$ cat config.mk
export PLATFORM = sky130hd
export DESIGN_NAME = cfg_port_unlock
export DESIGN_NICKNAME = d
export VERILOG_FILES = /design/src/rtl/cfg_pkg.sv /design/src/rtl/cfg_key_match.sv /design/src/rtl/cfg_glob_regs.sv /design/src/rtl/cfg_rd_mux.sv /design/src/rtl/cfg_port_unlock.sv
export SDC_FILE = /design/constraint.sdc
export NUM_CORES = 1
export LEC_CHECK = 0
export ABC_AREA = 1
export BUFFER_PORTS_ARGS = -buffer_cell sky130_fd_sc_hd__buf_4
export CORE_ASPECT_RATIO = 1.75
export CORE_MARGIN = 5
export CORE_UTILIZATION = 53
export CTS_BUF_LIST = sky130_fd_sc_hd__clkbuf_2 sky130_fd_sc_hd__clkbuf_4 sky130_fd_sc_hd__clkbuf_8
export DETAILED_ROUTE_END_ITERATION = 12
export GPL_TIMING_DRIVEN = 0
export PLACE_DENSITY = 0.87
export SYNTH_ARGS = -nofsm -noshare
export SYNTH_HDL_FRONTEND = slang
export SYNTH_SLANG_ARGS = --single-unit
$ cat constraint.sdc
create_clock -name clk_i -period 2.2 [get_ports clk_i]
set_input_delay 0.33 -clock clk_i [delete_from_list [all_inputs] [get_ports clk_i]]
set_output_delay 0.33 -clock clk_i [all_outputs]
set_load 0.01 [all_outputs]
$ cat src/rtl/cfg_pkg.sv
`timescale 1ns/1ps
package cfg_pkg;
  localparam int KEY_LEN = 4;
  // entry key, element 0 is sent first
  localparam logic [KEY_LEN-1:0][7:0] KEY_SEQ = {8'h55, 8'h55, 8'h01, 8'h87};
  localparam logic [7:0] REG_LOCK  = 8'h02;
  localparam logic [7:0] LOCK_CODE = 8'h02;
  localparam logic [7:0] REG_LDN   = 8'h07;
  localparam logic [7:0] REG_ID_HI = 8'h20;
  localparam logic [7:0] REG_ID_LO = 8'h21;
  localparam logic [7:0] REG_REV   = 8'h22;
  localparam logic [7:0] RD_IDLE   = 8'hFF;
endpackage

$ cat src/rtl/cfg_key_match.sv
`timescale 1ns/1ps
module cfg_key_match
  import cfg_pkg::*;
(
  input  logic       clk_i,
  input  logic       rst_ni,
  input  logic       idx_wr_i,
  input  logic [7:0] wdata_i,
  input  logic       relock_i,
  output logic       unlocked_o
);
  localparam int STEP_W = $clog2(KEY_LEN);

  logic [STEP_W-1:0] step_q;
  logic              unl_q;
  logic              hit;

  assign hit = (wdata_i == KEY_SEQ[step_q]);

  always_ff @(posedge clk_i or negedge rst_ni) begin
    if (!rst_ni) begin
      step_q <= '0;
      unl_q  <= 1'b0;
    end else if (relock_i) begin
      step_q <= '0;
      unl_q  <= 1'b0;
    end else if (!unl_q && idx_wr_i) begin
      if (hit) begin
        if (step_q == STEP_W'(KEY_LEN-1)) begin
          step_q <= '0;
          unl_q  <= 1'b1;
        end else begin
          step_q <= step_q + 1'b1;
        end
      end else if (wdata_i == KEY_SEQ[0]) begin
        step_q <= STEP_W'(1);  // stray first byte restarts at step two
      end else begin
        step_q <= '0;
      end
    end
  end

  assign unlocked_o = unl_q;

  AST_UNLOCK_CAUSE: assert property (@(posedge clk_i) disable iff (!rst_ni)
    $rose(unl_q) |-> $past(idx_wr_i && wdata_i == KEY_SEQ[KEY_LEN-1]));
  AST_KEY_BREAK: assert property (@(posedge clk_i) disable iff (!rst_ni)
    (!unl_q && !relock_i && idx_wr_i && !hit && wdata_i != KEY_SEQ[0]) |=> step_q == '0);
  AST_KEY_RESTART: assert property (@(posedge clk_i) disable iff (!rst_ni)
    (!unl_q && !relock_i && idx_wr_i && !hit && wdata_i == KEY_SEQ[0]) |=> step_q == STEP_W'(1));
endmodule

$ cat src/rtl/cfg_glob_regs.sv
`timescale 1ns/1ps
module cfg_glob_regs
  import cfg_pkg::*;
#(
  parameter logic [7:0] DEV_BASE = 8'h30
) (
  input  logic       clk_i,
  input  logic       rst_ni,
  input  logic       unlocked_i,
  input  logic       addr_i,
  input  logic       rd_i,
  input  logic       wr_i,
  input  logic [7:0] wdata_i,
  output logic [7:0] idx_o,
  output logic [7:0] ldn_o,
  output logic       relock_o,
  output logic       dev_wr_o,
  output logic       dev_rd_o
);
  logic [7:0] idx_q, ldn_q;
  logic       idx_wr, dat_wr, dev_sel;

  assign idx_wr  = unlocked_i && wr_i && !addr_i;
  assign dat_wr  = unlocked_i && wr_i && addr_i;
  assign dev_sel = (idx_q >= DEV_BASE);

  always_ff @(posedge clk_i or negedge rst_ni) begin
    if (!rst_ni) begin
      idx_q <= '0;
      ldn_q <= '0;
    end else begin
      if (idx_wr) idx_q <= wdata_i;
      if (dat_wr && idx_q == REG_LDN) ldn_q <= wdata_i;
    end
  end

  assign relock_o = dat_wr && idx_q == REG_LOCK && wdata_i == LOCK_CODE;
  assign dev_wr_o = dat_wr && dev_sel;
  assign dev_rd_o = unlocked_i && rd_i && addr_i && dev_sel;
  assign idx_o    = idx_q;
  assign ldn_o    = ldn_q;

  AST_LOW_NO_STROBE: assert property (@(posedge clk_i) disable iff (!rst_ni)
    (idx_q < DEV_BASE) |-> !(dev_wr_o || dev_rd_o));
  AST_IDX_HOLD_DATA: assert property (@(posedge clk_i) disable iff (!rst_ni)
    (wr_i && addr_i) |=> $stable(idx_q));
endmodule

$ cat src/rtl/cfg_rd_mux.sv
`timescale 1ns/1ps
module cfg_rd_mux
  import cfg_pkg::*;
#(
  parameter logic [15:0] CHIP_ID  = 16'h8728,
  parameter logic [3:0]  CHIP_REV = 4'h5,
  parameter logic [7:0]  DEV_BASE = 8'h30
) (
  input  logic       unlocked_i,
  input  logic       addr_i,
  input  logic [7:0] idx_i,
  input  logic [7:0] ldn_i,
  input  logic [7:0] dev_rdata_i,
  output logic [7:0] rdata_o
);
  always_comb begin
    if (!unlocked_i)  rdata_o = RD_IDLE;
    else if (!addr_i) rdata_o = idx_i;
    else begin
      unique case (idx_i)
        REG_LDN:   rdata_o = ldn_i;
        REG_ID_HI: rdata_o = CHIP_ID[15:8];
        REG_ID_LO: rdata_o = CHIP_ID[7:0];
        REG_REV:   rdata_o = {4'h0, CHIP_REV};
        default:   rdata_o = (idx_i >= DEV_BASE) ? dev_rdata_i : 8'h00;
      endcase
    end
  end
endmodule

$ cat src/rtl/cfg_port_unlock.sv
`timescale 1ns/1ps
module cfg_port_unlock
  import cfg_pkg::*;
#(
  parameter logic [15:0] CHIP_ID  = 16'h8728,
  parameter logic [3:0]  CHIP_REV = 4'h5,
  parameter logic [7:0]  DEV_BASE = 8'h30
) (
  input  logic       clk_i,
  input  logic       rst_ni,
  input  logic       addr_i,
  input  logic       rd_i,
  input  logic       wr_i,
  input  logic [7:0] wdata_i,
  output logic [7:0] rdata_o,
  output logic       unlocked_o,
  output logic [7:0] ldn_o,
  output logic [7:0] reg_sel_o,
  output logic       dev_wr_o,
  output logic       dev_rd_o,
  output logic [7:0] dev_wdata_o,
  input  logic [7:0] dev_rdata_i
);
  logic       unl, relock;
  logic [7:0] idx, ldn;

  cfg_key_match u_key (
    .clk_i      (clk_i),
    .rst_ni     (rst_ni),
    .idx_wr_i   (wr_i && !addr_i),
    .wdata_i    (wdata_i),
    .relock_i   (relock),
    .unlocked_o (unl)
  );

  cfg_glob_regs #(.DEV_BASE(DEV_BASE)) u_regs (
    .clk_i      (clk_i),
    .rst_ni     (rst_ni),
    .unlocked_i (unl),
    .addr_i     (addr_i),
    .rd_i       (rd_i),
    .wr_i       (wr_i),
    .wdata_i    (wdata_i),
    .idx_o      (idx),
    .ldn_o      (ldn),
    .relock_o   (relock),
    .dev_wr_o   (dev_wr_o),
    .dev_rd_o   (dev_rd_o)
  );

  cfg_rd_mux #(.CHIP_ID(CHIP_ID), .CHIP_REV(CHIP_REV), .DEV_BASE(DEV_BASE)) u_mux (
    .unlocked_i  (unl),
    .addr_i      (addr_i),
    .idx_i       (idx),
    .ldn_i       (ldn),
    .dev_rdata_i (dev_rdata_i),
    .rdata_o     (rdata_o)
  );

  assign unlocked_o  = unl;
  assign ldn_o       = ldn;
  assign reg_sel_o   = idx;
  assign dev_wdata_o = wdata_i;

  AST_LOCKED_RD_IDLE: assert property (@(posedge clk_i) disable iff (!rst_ni)
    (!unlocked_o && rd_i) |-> rdata_o == RD_IDLE);
  AST_NO_STROBE_LOCKED: assert property (@(posedge clk_i) disable iff (!rst_ni)
    !unlocked_o |-> !(dev_wr_o || dev_rd_o));
  AST_LDN_FROZEN: assert property (@(posedge clk_i) disable iff (!rst_ni)
    !unlocked_o |=> $stable(ldn_o));
  AST_RELOCK: assert property (@(posedge clk_i) disable iff (!rst_ni)
    (unlocked_o && wr_i && addr_i && reg_sel_o == REG_LOCK && wdata_i == LOCK_CODE)
      |=> !unlocked_o);
endmodule

Word-level counts from Yosys, hierarchy flattened
Index checks and enable logic that the tools add are counted.
{ "word_totals": {"elab_cells": 49, "output_inout_bits": 35, "input_bits": 21, "reg_bits": 19} }
{ "classes": {"n_eq_ne": 9, "reduce_logical": 18, "add_sub_neg": 1, "muxes": 15, "order_cmp": 2} }
{ "ops": {"columns": ["operator", "n"], "rows": [
  ["$mux W8", 4],
  ["$pmux W8 S4", 1],
  ["$eq A8 B6 Y1 const B", 3],
  ["$bmux W8 S2", 1],
  ["$eq A8 B2 Y1 const B", 2],
  ["$logic_and A1 B1 Y1", 12],
  ["$eq A8 B3 Y1 const B", 1],
  ["$eq A8 B8 Y1", 1],
  ["$eq A8 B8 Y1 const B", 1],
  ["$ge A8 B6 Y1 const B", 1],
  ["$mux W2", 4],
  ["$reduce_bool A2 Y1", 3],
  ["$mux W1", 5],
  ["$lt A2 B3 Y1 const B", 1],
  ["$reduce_and A3 Y1", 1],
  ["$add A2 B1 Y2 const B", 1],
  ["$eq A2 B2 Y1 const B", 1],
  ["$logic_not A1 Y1", 2]
]} }

Longest topological paths before layout
{ "logic_depth": {"ltp_word": 6, "depth_mapped": 10, "depth_no_buf": 10} }

Hierarchy
Synthesis repeated with hierarchy kept, for this count alone.
{ "hier_totals": {"cells_unflattened": 229, "area_unflattened_um2": 1497.7} }
{ "modules_own_cells": {"columns": ["module", "cells_each", "area_per_inst_um2", "instances", "seq_area_each_um2"], "rows": [
  ["cfg_glob_regs", 95, 749.5, 1, 400.4],
  ["cfg_rd_mux", 79, 374.1, 1, 0.0],
  ["cfg_key_match", 45, 304.0, 1, 75.1],
  ["cfg_port_unlock", 10, 70.1, 1, 0.0]
]} }

Worst setup path after synthesis
OpenSTA, ideal clock, no wires.
{ "synth_timing": {"kind": "register -> output", "startpoint": "register u_regs.idx_q[4], in the netlist u_regs.idx_o[4]", "endpoint": "output port rdata_o[4]", "t_arrival_ns": 1.215, "path_slack_ns": 0.655, "required_time_ns": 1.870, "path_stages_with_launch": 5, "n_path_buf": 0, "cell_sequence": "dfrtp_1 > inv_1 > o21ai_1 > nand2_1 > a31oi_1"} }
{ "synth_between": {"elab_chain_cells": 5, "elab_cells_between_ends": 9, "classes_between": "order compare (1); eq/ne (4); mux (4)"} }
{ "synth_lines": {"columns": ["item", "line", "rtl"], "rows": [
  ["from (decl)", "cfg_glob_regs.sv:20", "logic [7:0] idx_q, ldn_q;"],
  ["from (signal assigned)", "cfg_glob_regs.sv:32", "if (idx_wr) idx_q <= wdata_i;"],
  ["$ge A8 B6 Y1", "cfg_rd_mux.sv:25", "default: rdata_o = (idx_i >= DEV_BASE) ? dev_rdata_i : 8'h00;"],
  ["$mux W8", "cfg_rd_mux.sv:25", null],
  ["$pmux W8 S4", "cfg_rd_mux.sv:20", "unique case (idx_i)"],
  ["$mux W8 (*)", "cfg_rd_mux.sv:18", "else if (!addr_i) rdata_o = idx_i;"],
  ["$mux W8 (*)", "cfg_rd_mux.sv:17", "if (!unlocked_i) rdata_o = RD_IDLE;"],
  ["to (decl)", "cfg_port_unlock.sv:15", "output logic [7:0] rdata_o,"]
]} }
Every way passes the cells marked *; elsewhere a longest branch is shown, timed or not.

Worst setup path after layout
{ "layout_timing": {"startpoint": "register u_regs.idx_q[5], in the netlist u_regs.idx_o[5]", "endpoint": "output port rdata_o[1]"} }
{ "layout_between": {"elab_chain_cells": 5, "elab_cells_between_ends": 9, "classes_between": "order compare (1); eq/ne (4); mux (4)"} }
{ "layout_lines": {"columns": ["item", "line"], "rows": [
  ["$ge A8 B6 Y1", "cfg_rd_mux.sv:25"],
  ["$mux W8", "cfg_rd_mux.sv:25"],
  ["$pmux W8 S4 (*)", "cfg_rd_mux.sv:20"],
  ["$mux W8 (*)", "cfg_rd_mux.sv:18"],
  ["$mux W8 (*)", "cfg_rd_mux.sv:17"]
]} }
Marked as above.

==> key figures <==
Global routing
  • Total Routing Usage GR: 21.4%
  • First-pass GRT wire length: between 5000 and 6000 um
  • Total grt overflow: 0
  • Initial antenna violation count: 0
  • Largest net degree at the start of global routing: 20
  • Vias in the first global route: 1396

Layout
  • Layout area overhead: 37.2%
  • Diodes inserted: 0
  • Share of layout cells above drive strength 1: ~33%
  • Fill count: 208
  • Fin area: 1830 sq um
  • Final net count: ~280

Critical path
  • CP Launch Type: register
  • Crit Path Category: reg2out
  • Most used cell, CP: nand2_1
  • CP cell instances: inv_1 -> o21ai_1 -> nand2_1 -> nand3_1 -> nand2_1 -> nand2_1 -> buf_4
  • Crit path max fanout: 9
  • Family with the most delay on the worst path: compound AO/OA/AOI/OAI gates
  • Buf+Inv Stages, Crit Path: 2
  • Crit path max-delay cell type: o21ai_1
  • Peak per-stage delay on the critical path: 0.51 ns
  • Worst EP required: 1.87 ns
  • WP data arrival: approximately 1.7 ns
  • Worst R2R Setup Slack: slightly below 0.7 ns
  • CP endpoint kind: primary output

Timing
  • TNS Setup: 0 ns
  • Measured slew at the worst slew-check pin: 0.626 ns
  • Skew final: between 0.0015 and 0.002 ns
  • Fmax: 485 MHz
  • Slew Limit Fails: 0
  • RSZ-0062 raised after global routing: no
  • Final Hold Violating Endpoints: 0
  • Endpoints failing setup: 0
  • Crit share post-route: between 90% and 100%
  • Min cycle time layout: 2.06 ns
  • Worst relative slew slack: 58.0%

Pwr
  • P_leak: 1.02 nW
  • Sw Share: 31.1%
  • Comb pwr share: around a third
  • Pint: 0.670 mW
  • Psw: 0.302 mW
  • Power Density: between 500 and 600 nW/um^2
  • Clock network power share: between 20 and 30%
  • Peak supply drop: 0.379 mV
  • Sequential power share: 42.5%

Synth
  • Synth unique cells: 24
  • Seq/Total Area, Yosys: ~36%
  • Net count after synthesis: around 220
  • Synth warn: 0
  • Syn Area/Cell: between 6 and 7 sq um
  • Synthesized flop and latch total: 19
  • Top cells by area, synth: dfrtp_1 (36%), nand2_1 (18%), nand3_1 (6.4%)
  • Area fraction of the dominant cell type after synthesis: 35.6%
  • Cell area after synthesis: 1330 sq um
  • Mapped Cells: 191
  • Cell accounting for the most synthesized area: dfrtp_1

Clock tree
  • Cts bufs inserted: 3
  • Clock-pin slew on the worst setup and hold paths: 0.06 ns
  • Max H-tree Level: 1
  • CTS tree: yes
  • Clock latency at the later pin of the worst-skew pair: 0.25 ns
  • # clock sinks: 19
  • Post-CTS sizing: 0
  • Clock root buffer master: clkbuf_8
  • Clk buf depth: 2

Run
  • Max-cap violations: 0

Detailed routing
  • Via density: 5.21
  • Via Count: 1439
  • Average wire per standard cell: 13.5 um
  • Residual DRC count: 0
  • DRC violation total after the first TritonRoute iteration: 37
  • Total Wirelength: 3730 um
  • First-pass iteration count of the detailed router: 4
  • DRT antenna net count: 0

Hold path
  • Worst min path class: in2reg

Placement
  • # port buffers: 54
  • Area after DPL: 1770 sq um
  • Gpl congestion: 0.859
  • Final HPWL DP: 3060 um

Floorplanning
  • IO Count: 56
  • Std cell rows: 24
  • Die X: 47.9 um
  • DIE HEIGHT: 76.4 um
  • Starting Density: ~54%
  • CORE AREA: around 2500 sq um
  • Die area: 3660 sq um

Status
  • Status: finished clean
==> layer usage <==
| metal | up-vias | global-route usage [%] | share of wire [%] |
|---|---|---|---|
| met3 | 9 | 0.236 | 5.4 |
| met2 | 58 | 40.1 | 56 |
| met4 | 0 | 8.36 | 2.8 |
| met5 | - | 0 | 0 |
| li1 | 720 | - | - |
| met1 | 652 | 22.8 | 35 |
==> synth_stat cells <==
master / number
nand3_4: 1
buf_6: 1
nor2_1: 13
dfrtp_1: 19
clkinv_1: 1
nand2_2: 2
nand3_1: 17
buf_2: 2
nand4_2: 1
nand2_1: 63
o21ai_0: 9
a21oi_1: 7
nor3_1: 5
o21ai_2: 8
and3_1: 1
ha_1: 3
a31oi_1: 2
o21ai_1: 1
inv_1: 22
buf_4: 8
a21boi_0: 1
nand3_2: 1
nor2_4: 1
nand4_1: 2
==> cell usage in the layout, fill, tap and decap left out <==
master	n
a31oi_1	2
dlygate4sd3_1	1
o21ai_2	8
nor2_1	13
clkbuf_4	1
nand4_1	2
nand3_1	17
buf_2	2
nor3_1	5
o21ai_1	1
and3_1	1
nor2_4	1
nand3_2	1
a21oi_1	7
nand3_4	1
nand2_2	2
ha_1	3
nand2_1	63
a21boi_0	1
clkbuf_8	3
nand4_2	1
buf_4	62
clkinv_1	1
buf_6	1
o21ai_0	9
inv_1	22
dfrtp_1	19
==> final cells by class <==
type | count | area, sq um | share of cell area [%]
clock buffers | 4 | 48.8 | 2.67
well taps | 26 | 32.5 | 1.78
plain buffers | 11 | 81.3 | 4.44
inverters | 23 | 86.3 | 4.72
multi-input cells | 138 | 691 | 37.7
flip-flops and latches | 19 | 475 | 26.0
repair buffers | 55 | 415 | 22.7
==> power by group through the flow <==
| stage | Sequential (mW) | Combinational [mW] | Clock [mW] |
|---|---|---|---|
| after floorplan | 0.426 | 0.146 | 0 |
| after global placement | 0.419 | 0.312 | 0 |
| after detailed placement | 0.419 | 0.316 | 0 |
| after CTS | 0.413 | 0.319 | 0.244 |
| after global routing | 0.418 | 0.347 | 0.266 |
| final | 0.414 | 0.316 | 0.243 |
==> state kept, by name (all words and copies together) (netlist names) <==
signal	flops
u_key.unlocked_o	1
u_regs.idx_o	8
u_regs.ldn_o	8
u_key.step_q	2
==> per-stage QoR <==
| step | hold WS, ns | total power, mW | setup slack (ns) | std cells | util [%] |
|---|---|---|---|---|---|
| floorplan | 0.0344 | 0.572 | 0.655 | 191 | - |
| global placement | 0.207 | 0.731 | 0.407 | 271 | 72.0 |
| detailed placement | 0.209 | 0.735 | 0.399 | 271 | 72.0 |
| CTS | 0.387 | 0.975 | 0.130 | 276 | 74.3 |
| global route | 0.409 | 1.03 | 0.0125 | 276 | 74.3 |
| finish | 0.389 | 0.972 | 0.136 | 276 | 74.3 |
==> path summary, 6_finish.rpt <==
check | startpoint | cells after the start | endpoint
min | wdata_i[5] | 3 | u_regs.ldn_o[5]$_DFFE_PN0P_
min in group asynchronous | rst_ni | 2 | u_regs.ldn_o[2]$_DFFE_PN0P_
max | u_regs.idx_o[5]$_DFFE_PN0P_ | 7 | rdata_o[1]
min reg2reg | u_regs.ldn_o[3]$_DFFE_PN0P_ | 2 | u_regs.ldn_o[3]$_DFFE_PN0P_
max reg2reg | u_regs.idx_o[6]$_DFFE_PN0P_ | 7 | u_regs.ldn_o[5]$_DFFE_PN0P_
max in group asynchronous | rst_ni | 2 | u_key.step_q[0]$_DFFE_PN0P_
==> worst min-delay path, delay by kind of cell <==
family                 cells  cell delay, ns
buffers and inverters      2            0.21
AOI/OAI and AO/OA          1            0.06
==> logic make-up after synthesis <==
| logic type | after synthesis | share of synthesized area, % |
|---|---|---|
| simple gates | 107 | 35.8 |
| buf+inv | 34 | 12.6 |
| compound gates | 28 | 13.1 |
| flops | 19 | 35.6 |
| fa+ha+maj | 3 | 2.81 |
==> what timing repair did <==
action | in CTS | in global routing
hold buffers | 1 | 0
endpoints found under the hold margin | 19 | 0
buffers inserted | 0 | 0
Note: power is estimated with default switching activity, not from simulation.
